$ cat src/rtl/fs_word_tx_pkg.sv
package fs_word_tx_pkg;

  typedef enum logic [1:0] {
    SEQ_IDLE  = 2'd0,
    SEQ_DELAY = 2'd1,
    SEQ_SHIFT = 2'd2
  } seq_state_e;

  // Delay select 3 behaves as 2.
  function automatic logic [1:0] dly_decode(input logic [1:0] sel);
    return (sel == 2'd3) ? 2'd2 : sel;
  endfunction

  // Word length minus one for each length code.
  function automatic int unsigned len_top(input logic [2:0] sel);
    case (sel)
      3'd0:    return 7;
      3'd1:    return 11;
      3'd2:    return 15;
      3'd3:    return 19;
      3'd4:    return 23;
      default: return 31;
    endcase
  endfunction

endpackage

$ cat src/rtl/fs_word_tx_rst_sync.sv
module fs_word_tx_rst_sync (
  input  logic clk,
  input  logic rst_n,
  output logic rst_n_sync
);
  logic s0_q, s1_q;

  always_ff @(posedge clk or negedge rst_n) begin
    if (!rst_n) begin
      s0_q <= 1'b0;
      s1_q <= 1'b0;
    end else begin
      s0_q <= 1'b1;
      s1_q <= s0_q;
    end
  end

  assign rst_n_sync = s1_q;
endmodule

$ cat src/rtl/fs_word_tx_hold.sv
module fs_word_tx_hold #(
  parameter int HALF_W = 16,
  localparam int WORD_W = 2 * HALF_W
) (
  input  logic              clk,
  input  logic              rst_n,
  input  logic              wr_lo,
  input  logic              wr_hi,
  input  logic [HALF_W-1:0] wr_data,
  input  logic              load_ok,
  output logic              xfer,
  output logic [WORD_W-1:0] word,
  output logic              tx_ready
);
  logic [HALF_W-1:0] lo_q, hi_q;
  logic              pend_q, pend_d;
  logic              pend_en;

  // Next-state: the copy consumes the pending word; a fresh write re-arms it.
  always_comb begin
    xfer    = pend_q & load_ok;
    pend_d  = pend_q;
    if (xfer)  pend_d = 1'b0;
    if (wr_lo) pend_d = 1'b1;
    pend_en = xfer | wr_lo;
  end

  always_ff @(posedge clk or negedge rst_n) begin
    if (!rst_n) begin
      lo_q   <= '0;
      hi_q   <= '0;
      pend_q <= 1'b0;
    end else begin
      if (wr_lo)   lo_q   <= wr_data;
      if (wr_hi)   hi_q   <= wr_data;
      if (pend_en) pend_q <= pend_d;
    end
  end

  assign word     = {hi_q, lo_q};
  assign tx_ready = ~pend_q;
endmodule

$ cat src/rtl/fs_word_tx_seq.sv
module fs_word_tx_seq
  import fs_word_tx_pkg::*;
#(
  parameter int WORD_W = 32,
  localparam int PTR_W = $clog2(WORD_W)
) (
  input  logic             clk,
  input  logic             rst_n,
  input  logic             bit_tick,
  input  logic             fsync,
  input  logic [2:0]       len_sel,
  input  logic [1:0]       dly_sel,
  input  logic             xfer,
  input  logic             clr_underflow,
  output logic             load_ok,
  output logic             busy,
  output logic             drv_en,
  output logic             drv_clr,
  output logic [PTR_W-1:0] drv_idx,
  output logic             underflow
);
  seq_state_e       state_q, state_d;
  logic [1:0]       dcnt_q, dcnt_d;
  logic [PTR_W-1:0] ptr_q, ptr_d;
  logic             fresh_q, fresh_d;
  logic             uflow_q, uflow_d;
  logic             start;
  logic [PTR_W-1:0] top_idx;
  logic [1:0]       dly;

  always_comb begin
    if (len_top(len_sel) > WORD_W - 1) top_idx = PTR_W'(WORD_W - 1);
    else                               top_idx = PTR_W'(len_top(len_sel));
    dly = dly_decode(dly_sel);
  end

  assign start   = (state_q == SEQ_IDLE) & bit_tick & fsync;
  assign load_ok = (state_q == SEQ_IDLE) & ~start;
  assign busy    = (state_q != SEQ_IDLE);

  always_comb begin
    state_d = state_q;
    dcnt_d  = dcnt_q;
    ptr_d   = ptr_q;
    drv_en  = 1'b0;
    drv_clr = 1'b0;
    drv_idx = ptr_q;
    case (state_q)
      SEQ_IDLE: begin
        if (start) begin
          ptr_d = top_idx;
          if (dly == 2'd0) begin
            drv_en  = 1'b1;
            drv_idx = top_idx;
            state_d = SEQ_SHIFT;
          end else begin
            dcnt_d  = dly;
            state_d = SEQ_DELAY;
          end
        end
      end
      SEQ_DELAY: begin
        if (bit_tick) begin
          if (dcnt_q == 2'd1) begin
            drv_en  = 1'b1;
            drv_idx = ptr_q;
            state_d = SEQ_SHIFT;
          end else begin
            dcnt_d = dcnt_q - 2'd1;
          end
        end
      end
      SEQ_SHIFT: begin
        if (bit_tick) begin
          if (ptr_q == '0) begin
            drv_clr = 1'b1;
            state_d = SEQ_IDLE;
          end else begin
            ptr_d   = ptr_q - 1'b1;
            drv_en  = 1'b1;
            drv_idx = ptr_q - 1'b1;
          end
        end
      end
      default: state_d = SEQ_IDLE;
    endcase
  end

  // Fresh marks a loaded word not yet sent; a set of the flag beats a clear.
  always_comb begin
    fresh_d = fresh_q;
    if (start) fresh_d = 1'b0;
    if (xfer)  fresh_d = 1'b1;
    uflow_d = uflow_q;
    if (clr_underflow)      uflow_d = 1'b0;
    if (start && !fresh_q)  uflow_d = 1'b1;
  end

  always_ff @(posedge clk or negedge rst_n) begin
    if (!rst_n) begin
      state_q <= SEQ_IDLE;
      dcnt_q  <= '0;
      ptr_q   <= '0;
      fresh_q <= 1'b0;
      uflow_q <= 1'b0;
    end else begin
      state_q <= state_d;
      if (start || bit_tick) begin
        dcnt_q <= dcnt_d;
        ptr_q  <= ptr_d;
      end
      if (start || xfer)                fresh_q <= fresh_d;
      if (start || clr_underflow)       uflow_q <= uflow_d;
    end
  end

  assign underflow = uflow_q;
endmodule

$ cat src/rtl/fs_word_tx_out.sv
module fs_word_tx_out #(
  parameter int WORD_W = 32,
  localparam int PTR_W = $clog2(WORD_W)
) (
  input  logic              clk,
  input  logic              rst_n,
  input  logic              load,
  input  logic [WORD_W-1:0] word,
  input  logic              drv_en,
  input  logic              drv_clr,
  input  logic [PTR_W-1:0]  drv_idx,
  output logic              ser_out
);
  logic [WORD_W-1:0] xsr_q;
  logic              out_q, out_d, out_en;

  always_comb begin
    out_en = drv_en | drv_clr;
    out_d  = drv_clr ? 1'b0 : xsr_q[drv_idx];
  end

  always_ff @(posedge clk or negedge rst_n) begin
    if (!rst_n) begin
      xsr_q <= '0;
      out_q <= 1'b0;
    end else begin
      if (load)   xsr_q <= word;
      if (out_en) out_q <= out_d;
    end
  end

  assign ser_out = out_q;
endmodule

$ cat src/rtl/fs_word_tx.sv
module fs_word_tx #(
  parameter int HALF_W = 16,
  localparam int WORD_W = 2 * HALF_W,
  localparam int PTR_W  = $clog2(WORD_W)
) (
  input  logic              clk,
  input  logic              rst_n,
  input  logic              wr_lo,
  input  logic              wr_hi,
  input  logic [HALF_W-1:0] wr_data,
  input  logic [2:0]        len_sel,
  input  logic [1:0]        dly_sel,
  input  logic              bit_tick,
  input  logic              fsync,
  input  logic              clr_underflow,
  output logic              ser_out,
  output logic              tx_ready,
  output logic              underflow
);
  logic              rst_n_i;
  logic              xfer, load_ok, seq_busy;
  logic              drv_en, drv_clr;
  logic [PTR_W-1:0]  drv_idx;
  logic [WORD_W-1:0] word;

  fs_word_tx_rst_sync u_rst (
    .clk(clk), .rst_n(rst_n), .rst_n_sync(rst_n_i)
  );

  fs_word_tx_hold #(.HALF_W(HALF_W)) u_hold (
    .clk(clk), .rst_n(rst_n_i), .wr_lo(wr_lo), .wr_hi(wr_hi),
    .wr_data(wr_data), .load_ok(load_ok), .xfer(xfer),
    .word(word), .tx_ready(tx_ready)
  );

  fs_word_tx_seq #(.WORD_W(WORD_W)) u_seq (
    .clk(clk), .rst_n(rst_n_i), .bit_tick(bit_tick), .fsync(fsync),
    .len_sel(len_sel), .dly_sel(dly_sel), .xfer(xfer),
    .clr_underflow(clr_underflow), .load_ok(load_ok), .busy(seq_busy),
    .drv_en(drv_en), .drv_clr(drv_clr), .drv_idx(drv_idx),
    .underflow(underflow)
  );

  fs_word_tx_out #(.WORD_W(WORD_W)) u_out (
    .clk(clk), .rst_n(rst_n_i), .load(xfer), .word(word),
    .drv_en(drv_en), .drv_clr(drv_clr), .drv_idx(drv_idx),
    .ser_out(ser_out)
  );
endmodule

$ cat config.mk
export PLATFORM = sky130hd
export DESIGN_NAME = fs_word_tx
export DESIGN_NICKNAME = d
export VERILOG_FILES = /design/src/rtl/fs_word_tx_pkg.sv /design/src/rtl/fs_word_tx_rst_sync.sv /design/src/rtl/fs_word_tx_hold.sv /design/src/rtl/fs_word_tx_seq.sv /design/src/rtl/fs_word_tx_out.sv /design/src/rtl/fs_word_tx.sv
export SDC_FILE = /design/constraint.sdc
export NUM_CORES = 1
export LEC_CHECK = 0
export ABC_AREA = 1
export BUFFER_PORTS_ARGS = -buffer_cell sky130_fd_sc_hd__buf_2
export CAP_MARGIN = 40
export CORE_UTILIZATION = 43
export CTS_CLUSTER_SIZE = 28
export DETAILED_ROUTE_END_ITERATION = 8
export GPL_TIMING_DRIVEN = 1
export PLACE_DENSITY_LB_ADDON = 0.25
export SETUP_SLACK_MARGIN = 0.15
export SLEW_MARGIN = 10
export SYNTH_ARGS = -nofsm -noshare
export SYNTH_HDL_FRONTEND = slang
export SYNTH_SLANG_ARGS = --single-unit
export TNS_END_PERCENT = 5
$ cat constraint.sdc
create_clock -name clk -period 7.4 [get_ports clk]
set_clock_uncertainty 0.2 [all_clocks]
set_input_delay 1.48 -clock clk [delete_from_list [all_inputs] [get_ports clk]]
set_output_delay 1.48 -clock clk [all_outputs]
set_load 0.02 [all_outputs]
; Word-level counts from Yosys, hierarchy flattened
; Cells that the tools add are included.
[op_classes]
n_addsub = 2
n_lt_le_gt_ge = 2
n_eq_ne = 15
muxes = 41
bitwise = 8
n_reduce_logical = 20
[op_table]
columns = op, n
row1 = $mux W5, 6
row2 = $pmux W5 S5, 1
row3 = $mux W2, 11
row4 = $pmux W5 S2, 2
row5 = $mux W1, 17
row6 = $reduce_bool A2 Y1, 5
row7 = $ne A2 B2 Y1 const B, 4
row8 = $eq A3 B2 Y1 const B, 2
row9 = $lt A5 B6 Y1 const B, 1
row10 = $ne A2 B1 Y1 const B, 3
row11 = $pmux W2 S3, 1
row12 = $reduce_and A2 Y1, 3
row13 = $reduce_and A6 Y1, 1
row14 = $bmux W1 S5, 1
row15 = $gt A5 B5 Y1 const B, 1
row16 = $logic_not A5 Y1, 1
row17 = $reduce_and A5 Y1, 1
row18 = $sub A5 B1 Y5 const B, 1
row19 = $and A1 B1 Y1, 4
row20 = $eq A2 B1 Y1 const B, 2
row21 = $eq A2 B2 Y1 const B, 2
row22 = $logic_not A2 Y1, 2
row23 = $pmux W2 S2, 1
row24 = $eq A3 B1 Y1 const B, 1
row25 = other kinds (10), 14
[word_totals]
regBits = 79
inputBits = 28
output_inout_bits = 3
wordCells = 100

; Depth between registers and ports, before layout
; Gate-level depths: netlist of the first run.
[logic_depth]
word_depth = 10
depth_mapped = 18
ltp_nobuf = 17

; By module
; From an unflattened synthesis of the first run, not the netlist that was laid out.
[unflattened]
cells_unflattened = 513
hier_area_um2 = 4005.1
[modules_own_cells]
columns = mod, n_inst, cells_per_inst, area_each_um2, seq_area_each_um2
row1 = fs_word_tx_out, 1, 211, 1607.8, 825.8
row2 = fs_word_tx_hold, 1, 143, 1298.7, 825.8
row3 = fs_word_tx_seq, 1, 156, 1044.8, 275.3
row4 = fs_word_tx_rst_sync, 1, 3, 53.8, 50.0

; Worst setup path before layout of the first run
; OpenSTA, ideal clock, no wires.
[synth_path]
path_kind = input port to flip-flop
from = input port dly_sel[1]
to = register u_out.out_q (netlist: u_out.ser_out)
setup_time_ps = 113
arrival_time_ps = 2612
required_ps = 7087
setup_slack_ps = 4476
path_stages = 13
n_path_buf = 0
cell_sequence = or2_4 nor2_8 inv_2 nand2_1 nor2_1 nor2_4 inv_1 nand3_1 nand3_1 nand3b_1 nand3_1 nand2_1 inv_1
[synth_via]
elab_chain_cells = 9
elab_cells_between_ends = 13
cone_classes = eq/ne (1) / mux (10) / bitwise (1) / reduce/logical (1)
[synth_lines]
columns = item, line_no
row1 = "start, declared", fs_word_tx.sv:12  ; input logic [1:0] dly_sel,
row2 = $eq A2 B2 Y1, fs_word_tx_pkg.sv:11  ; return (sel == 2'd3) ? 2'd2 : sel;
row3 = $mux W2 (*), fs_word_tx_pkg.sv:11
row4 = $logic_not A2 Y1 (*), fs_word_tx_seq.sv:52  ; if (dly == 2'd0) begin
row5 = $mux W5, fs_word_tx_seq.sv:52
row6 = $mux W5, fs_word_tx_seq.sv:50  ; if (start) begin
row7 = $pmux W5 S2, fs_word_tx_seq.sv:48  ; case (state_q)
row8 = $bmux W1 S5, fs_word_tx_out.sv:19  ; out_d = drv_clr ? 1'b0 : xsr_q[drv_idx];
row9 = $mux W1 (not written as such), fs_word_tx_out.sv:19
row10 = $mux W1, fs_word_tx_out.sv:19
row11 = "end signal, assigned", fs_word_tx_out.sv:28  ; if (out_en) out_q <= out_d;
row12 = "end, declared", fs_word_tx_out.sv:15  ; logic out_q, out_d, out_en;
; Every way passes the cells marked *; elsewhere a longest branch is shown, timed or not. The select of a mux whose other input is x is not followed.
; A chain may end at the register's enable or synchronous reset.

; Worst setup path in the final report of the first run
[layout_path]
from = input port bit_tick
to = register u_out.out_q (netlist: u_out.ser_out)
[layout_via]
elab_chain_cells = 7
elab_cells_between_ends = 15
cone_classes = mux (12) / bitwise (3)
[layout_lines]
columns = item, line_no
row1 = "start, declared", fs_word_tx.sv:13  ; input logic bit_tick,
row2 = $and A1 B1 Y1 (2 in a row), fs_word_tx_seq.sv:37  ; assign start = (state_q == SEQ_IDLE) & bit_tick & fsync;
row3 = $mux W5, fs_word_tx_seq.sv:50
row4 = $pmux W5 S2, fs_word_tx_seq.sv:48
row5 = $bmux W1 S5, fs_word_tx_out.sv:19
row6 = $mux W1 (not written as such), fs_word_tx_out.sv:19
row7 = $mux W1, fs_word_tx_out.sv:19
; Several ways; a longest one is shown, not always the timed one. The select of a mux whose other input is x is not followed.

==> summary.txt, run 1 <==
Run status
  – Status: complete, no violations

Place
  – Port bufs: 30
  – GP Congestion: 0.905
  – Pre-CTS WS: just over 4 ns
  – Post-DP HPWL: 5290 um

Power
  – Peak supply drop: 0.162 mV
  – P per Cell Area: around 380 nW/um^2
  – Total power: 1.60 mW
  – Leakage power: 2.07 nW

Yosys
  – Compound-cell area share of the yosys netlist: 12.9%
  – Mean area per synthesized cell: 8.53 sq um
  – Top cell type by total area after synthesis: dfrtp_1
  – Fraction of post-synthesis cell area in the top cell type by area: 52.1%
  – Synthesized flop and latch total: 79
  – Ys Warns: 0
  – XOR/XNOR Fraction of Synth Area: 0.461%
  – Synth cell types: 38
  – Main synth FF type: dfrtp_1
  – Synth Area in Simple Gates: 23.4%
  – Post-synth EDFFs: 0
  – Largest family of logic cells by synthesized area: simple AND/OR/NAND/NOR gates
  – Area of the mapped netlist: 3800 sq um
  – Post-Synthesis Cells: 445
  – Post-Synth Adder-Cell Area: around 2.0%
  – Syn_nets: between 400 and 500
  – Register area share after synthesis: 52.1%
  – Ys async rst share: 100%
  – Area contributors post-synth: dfrtp_1 (52%), nand2_1 (10%), o21ai_0 (9.2%), nand3_1 (6.7%), inv_1 (5.6%)
  – Mux share of post-synthesis cell area: 0%

Timing
  – Pins Over Slew Limit: 0
  – Final Hold Vio Count: 0
  – Fin crit share: 40.6%
  – Slew HR: 63.4%
  – WHS: 0.159 ns
  – Final setup fails: 0
  – Worst slew pin tran: approximately 0.55 ns
  – Fin crit period: 3.01 ns
  – Setup TNS: 0 ns
  – Worst setup margin: 4.39 ns
  – Max Fclk: about 330 MHz
  – RSZ-0062 raised after global routing: no

Drt
  – Avg WL per Cell: approximately 13 um
  – Post-route ant nets: 0
  – Routed WL: 7590 um
  – 1st-iter DRT viols: 194
  – Via count: 2951
  – DRC violations left: 0
  – DRT Pass-1 Iters: 4
  – Vias per inst: just over 5

Die
  – Die Y-Extent: 96.0 um
  – # rows: 33
  – Starting density of the core: around 45%
  – I/O pins: 31
  – Die area: just over 9000 sq um
  – CORE AREA: 8380 sq um
  – Die width: 96.0 um

CTS
  – CTS tree: done
  – Worst-path clk slew: 0.08 ns
  – Worst-skew pair later-pin latency: 0.35 ns
  – # Post-CTS Setup Buffers: 0
  – Number of CTS-inserted buffers: 9
  – Clk sink count: 79
  – Clock Tree Buf Depth: 2
  – Root buffer cell: clkbuf_8
  – H-tree lvl count: 3

Final layout
  – Share of cells above drive strength 1: 14.7%
  – Layout Nets: 506
  – Commonest cells after routing, fill and taps aside: nand2_1 (101), dfrtp_1 (78), o21ai_0 (70), inv_1 (57), nand3_1 (51)
  – Diode count: 0
  – Syn-to-layout area delta: 11.1%
  – Most common cell after layout, fill and taps aside: nand2_1
  – Final core occ: 50.3%

Global route
  – Largest net degree at the start of global routing: slightly below 70
  – Vias in the first global route: 2814
  – First-pass GRT wire length: 13200 um
  – Total GRT Usage: 18.9%
  – GRT Residual Overflow: 0
  – Initial antenna violation count: 0

Flow run
  – Max cap viols: 0

Setup path
  – Critical Path Source Type: input port
  – Critical Path End Type: flop
  – Critical Path AT: 3.05 ns
  – Max Fanout on Critical Path: 17
  – Critical path's largest stage delay: between 0.4 and 0.5 ns
  – CP max-delay cell: a21oi_4
  – Crit path kind: input port to flop
  – CP Data Required Time: 7.45 ns
  – Critical-path cell list: buf_2 > nand3_4 > nor2_8 > a21oi_4 > nand2_8 > nand2_1 > nand3_1 > nand3_1 > nand3_1 > nand3b_1 > nand3_1 > nand2_1 > inv_1
  – Top cell by count, worst path: nand3_1

Worst hold path
  – Worst Hold Class: flop to flop
-- critical path: cells and delay by family --
family                 cells  cell delay (ns)
AO/OA/AOI/OAI              1             0.44
buffers and inverters      2             0.22
AND/OR/NAND/NOR           10             0.91
-- cells by family (layout without fill, tap and decap cells) --
group	count (synthesis)	count (layout)
DFF	79	79
buffers and inverters	78	110
and+or+nand+nor	189	189
AOI/OAI and AO/OA	90	90
other	1	1
xor gates and xnor gates	2	2
adders and majority gates	6	6
-- where the power goes --
group,internal (mW),total (mW),leakage [nW],switching (mW)
Sequential,0.561,0.644,0.959,0.0838
Clock,0.166,0.327,0.0989,0.161
Combinational,0.220,0.626,1.01,0.406
-- final cells by class --
cell class	count	area, sq um
Tap cell	105	131
Fill cell	786	4160
Sequential cell	79	1980
Timing Repair Buffer	34	203
Clock inverter	6	67.6
Clock buffer	10	138
Inverter	60	226
Multi-Input combinational cell	288	1480
-- routing by layer --
metal / share of wire, % / up-vias / global-route usage, %
met5: 0 / - / 0
met4: 1.3 / 0 / 8.21
met3: 4.6 / 9 / 3.08
met2: 45 / 69 / 27.8
met1: 50 / 1382 / 27.4
li1: - / 1491 / -
-- cell usage after synthesis, types with 2 or more instances --
library cell and count:
inv_2 2, ha_1 6, buf_2 3, nand2_2 9, and2_1 2, a31oi_1 2
a21oi_1 6, inv_1 57, nand3_1 51, nand2_1 101, o211ai_1 3, nand3b_1 2
nor3_1 2, nand3_4 2, o22ai_1 3, nor2_1 14, dfrtp_1 79, o21ai_0 70
clkbuf_1 10, clkbuf_8 2, xor2_1 2
-- final timing paths --
path / depth (start not counted) / slack, ns / from / end
hold / removal: 0 / 0.16 / u_rst.s0_q / u_rst.rst_n_sync
setup / recovery: 13 / 4.39 / bit_tick / u_out.ser_out
max in group asynchronous: 3 / 5.91 / u_rst.rst_n_sync / u_out.xsr_q[7]
min in group asynchronous: 2 / 0.53 / u_rst.rst_n_sync / u_seq.ptr_q[4]
hold reg to reg: 0 / 0.16 / u_rst.s0_q / u_rst.rst_n_sync
setup reg to reg: 13 / 4.75 / u_seq.state_q[0] / u_out.ser_out
-- state kept, by name, indices dropped and copies added (netlist names) --
name,flops
u_hold.hi_q,16
u_hold.lo_q,16
u_hold.pend_q,1
u_out.ser_out,1
u_out.xsr_q,32
u_rst.rst_n_sync,1
u_rst.s0_q,1
u_seq.dcnt_q,2
u_seq.fresh_q,1
u_seq.ptr_q,5
u_seq.state_q,2
u_seq.underflow,1
-- per-stage QoR --
stage	cell area, sq um	std cells
3_5_place_dp	4000	565
5_1_grt	4220	582
4_1_cts	4220	582
3_3_place_gp	3980	564
6_report	4220	582
2_1_floorplan	3800	445
-- timing repair --
item                                    in CTS  in global routing
hold buffers                                 1                  0
endpoints found under the setup margin       0                  0
resized for setup                            0                  0
endpoints found under the hold margin       10                  0
Note: power is estimated with default switching activity, not from simulation.
==> run 2, diff against run 1 <==
- clock period: 7.4 -> 2.81 ns (I/O delays scaled with it)
==> summary.txt, run 2 (synthesis gave the netlist of run 1 again) <==
Die
  – # rows: 33 (unchanged)
  – CORE AREA: 8380 sq um (unchanged)
  – Starting density of the core: 45.3% (unchanged)
  – I/O pins: 31 (unchanged)
  – Die Y-Extent: 96.0 um (unchanged)
  – Die width: 96.0 um (unchanged)
  – Die area: 9210 sq um (unchanged)

Final layout
  – Share of cells above drive strength 1: 15.7% (was 14.7%)
  – Finished Layout Cells: 589 (was 582)
  – Diode count: 0 (unchanged)
  – Syn-to-layout area delta: 13.1% (was 11.1%)
  – Fillers: 818 (was 786)
  – Layout Nets: 513 (was 506)
  – Largest regs: u_out.xsr_q: 32 flops, u_hold.hi_q: 16 flops, u_hold.lo_q: 16 flops (unchanged)
  – Commonest cells after routing, fill and taps aside: nand2_1 (101), dfrtp_1 (78), o21ai_0 (70), inv_1 (57), nand3_1 (51) (unchanged)
  – Most common cell after layout, fill and taps aside: nand2_1 (unchanged)
  – Max reg flops: 32 (unchanged)
  – Biggest register: u_out.xsr_q (unchanged)

Global route
  – Total GRT Usage: 18.9% (about the same)
  – Largest net degree at the start of global routing: 66 (was 68)
  – First-pass GRT wire length: 13200 um (about the same)
  – Initial antenna violation count: 0 (unchanged)
  – Vias in the first global route: 2823 (was 2814)
  – GRT Residual Overflow: 0 (unchanged)

Setup path
  – Max Fanout on Critical Path: 6 (was 17)
  – CP Data Required Time: 2.86 ns (was 7.45 ns)
  – Crit. Startpoint: u_seq.state_q[1] (was bit_tick)
  – FF-to-FF Start: u_seq.state_q[1] (was u_seq.state_q[0])
  – R2r endpoint: u_out.ser_out (unchanged)
  – Critical-path cell list: inv_1 > ha_1 > nand3_4 > nor2_8 > inv_2 > nand2_1 > nor2_1 > nor3_1 > nand3b_1 > nand3_1 > nand2_1 > inv_1 (was buf_2 > nand3_4 > nor2_8 > a21oi_4 > nand2_8 > nand2_1 > nand3_1 > nand3_1 > nand3_1 > nand3b_1 > nand3_1 > nand2_1 > inv_1)
  – Critical Path Source Type: flop (was input port)
  – Critical path's largest stage delay: 0.41 ns (was 0.44 ns)
  – CP delay by family, top: simple AND/OR/NAND/NOR gates (unchanged)
  – Critical Path End Type: flop (unchanged)
  – CP max-delay cell: dfrtp_1 (was a21oi_4)
  – FF-to-FF path depth: 12 (was 13)
  – Crit path kind: flop to flop (was input port to flop)
  – Critical Path AT: 2.49 ns (was 3.05 ns)
  – Crit path buffers/inverters: 3 (was 2)
  – Flop2flop setup slack: 0.36 ns (was 4.75 ns)

Drt
  – Avg WL per Cell: 12.9 um (was 13.0 um)
  – 1st-iter DRT viols: 170 (was 194)
  – Vias per inst: 5.00 (was 5.07)
  – Post-route ant nets: 0 (unchanged)
  – DRT Pass-1 Iters: 4 (unchanged)
  – Via count: 2944 (was 2951)
  – DRC violations left: 0 (unchanged)
  – Routed WL: 7610 um (was 7590 um)

Place
  – Port bufs: 30 (unchanged)
  – GP Congestion: 0.862 (was 0.905)
  – Pre-CTS WS: 0.377 ns (was 4.05 ns)
  – Placed Cells: 566 (was 565)
  – Post-DP HPWL: 5290 um (about the same)

CTS
  – Worst-path clk slew: 0.08 ns (about the same)
  – CTS tree: done (unchanged)
  – Root buffer cell: clkbuf_8 (unchanged)
  – H-tree lvl count: 3 (unchanged)
  – Number of CTS-inserted buffers: 9 (unchanged)
  – Worst-skew pair later-pin latency: 0.35 ns (about the same)
  – Clock Tree Buf Depth: 2 (unchanged)
  – Clk sink count: 79 (unchanged)

Power
  – P per Cell Area: 1010 nW/um^2 (was 379 nW/um^2)
  – Total power: 4.36 mW (was 1.60 mW)
  – Peak supply drop: 0.518 mV (was 0.162 mV)
  – Leakage power: 2.11 nW (was 2.07 nW)

Timing
  – Max Fclk: 409 MHz
  – Slew HR: 63.6% (was 63.4%)
  – Worst slew pin tran: 0.546 ns (was 0.547 ns)
  – Worst setup margin: 0.363 ns (was 4.39 ns)
  – Fin crit period: 2.45 ns
  – Pins Over Slew Limit: 0 (unchanged)
  – Final setup fails: 0 (unchanged)
  – Fin crit share: 87.1%
  – RSZ-0062 raised after global routing: no (unchanged)
  – Setup TNS: 0 ns (unchanged)
  – Final Hold Vio Count: 0 (unchanged)

Run status
  – Status: complete, no violations (unchanged)

Worst hold path
  – Worst Hold Class: flop to async pin (was flop to flop)

Flow run
  – Max cap viols: 0 (unchanged)
run 2: per-stage QoR:
step | utilization (%) | hold slack [ns] | area (sq um)
6_report | 51.3 | 0.0572 | 4300
5_1_grt | 51.3 | 0.118 | 4300
4_1_cts | 50.7 | 0.0832 | 4250
3_5_place_dp | 47.9 | 0.0760 | 4020
3_3_place_gp | 47.9 | 0.0751 | 4020
2_1_floorplan | - | 0.0664 | 3800
run 2: how the worst max path moves through the flow:
| stage | endpoint | cells past startpoint |
|---|---|---|
| floorplan | u_hold.hi_q[0] | 0 |
| global placement | u_out.ser_out | 15 |
| detailed placement | u_out.ser_out | 12 |
| CTS | u_out.ser_out | 12 |
| global route | u_out.ser_out | 17 |
| finish | u_out.ser_out | 12 |
run 2: where the power goes:
part / internal [mW] / switching [mW]
clock network: 0.525 / 0.410
logic: 0.640 / 1.08
registers: 1.48 / 0.225
run 2: repair_timing:
item,4_1_cts,5_1_grt
resized for setup,0,0
hold buffers,1,0
setup buffers,0,5
endpoints found under the hold margin,2,0
endpoints found under the setup margin,0,1
run 2: layout make-up:
type / count / area [sq um] / share of cell area, %
inverter: 60 / 226 / 5.27
timing repair buffer: 40 / 253 / 5.88
tap: 105 / 131 / 3.06
clock inverter: 5 / 81.3 / 1.89
multi-input combinational: 289 / 1490 / 34.6
sequential: 79 / 1980 / 46.0
clock buffer: 11 / 141 / 3.29
run 2: routing by layer:
layer / share of wire (%) / track usage [%] / vias to the layer above
li1: - / - / 1514
met1: 49 / 25.4 / 1377
met2: 46 / 29.8 / 45
met3: 3.7 / 3.63 / 8
met4: 1.2 / 8.33 / 0
met5: 0 / 0 / -
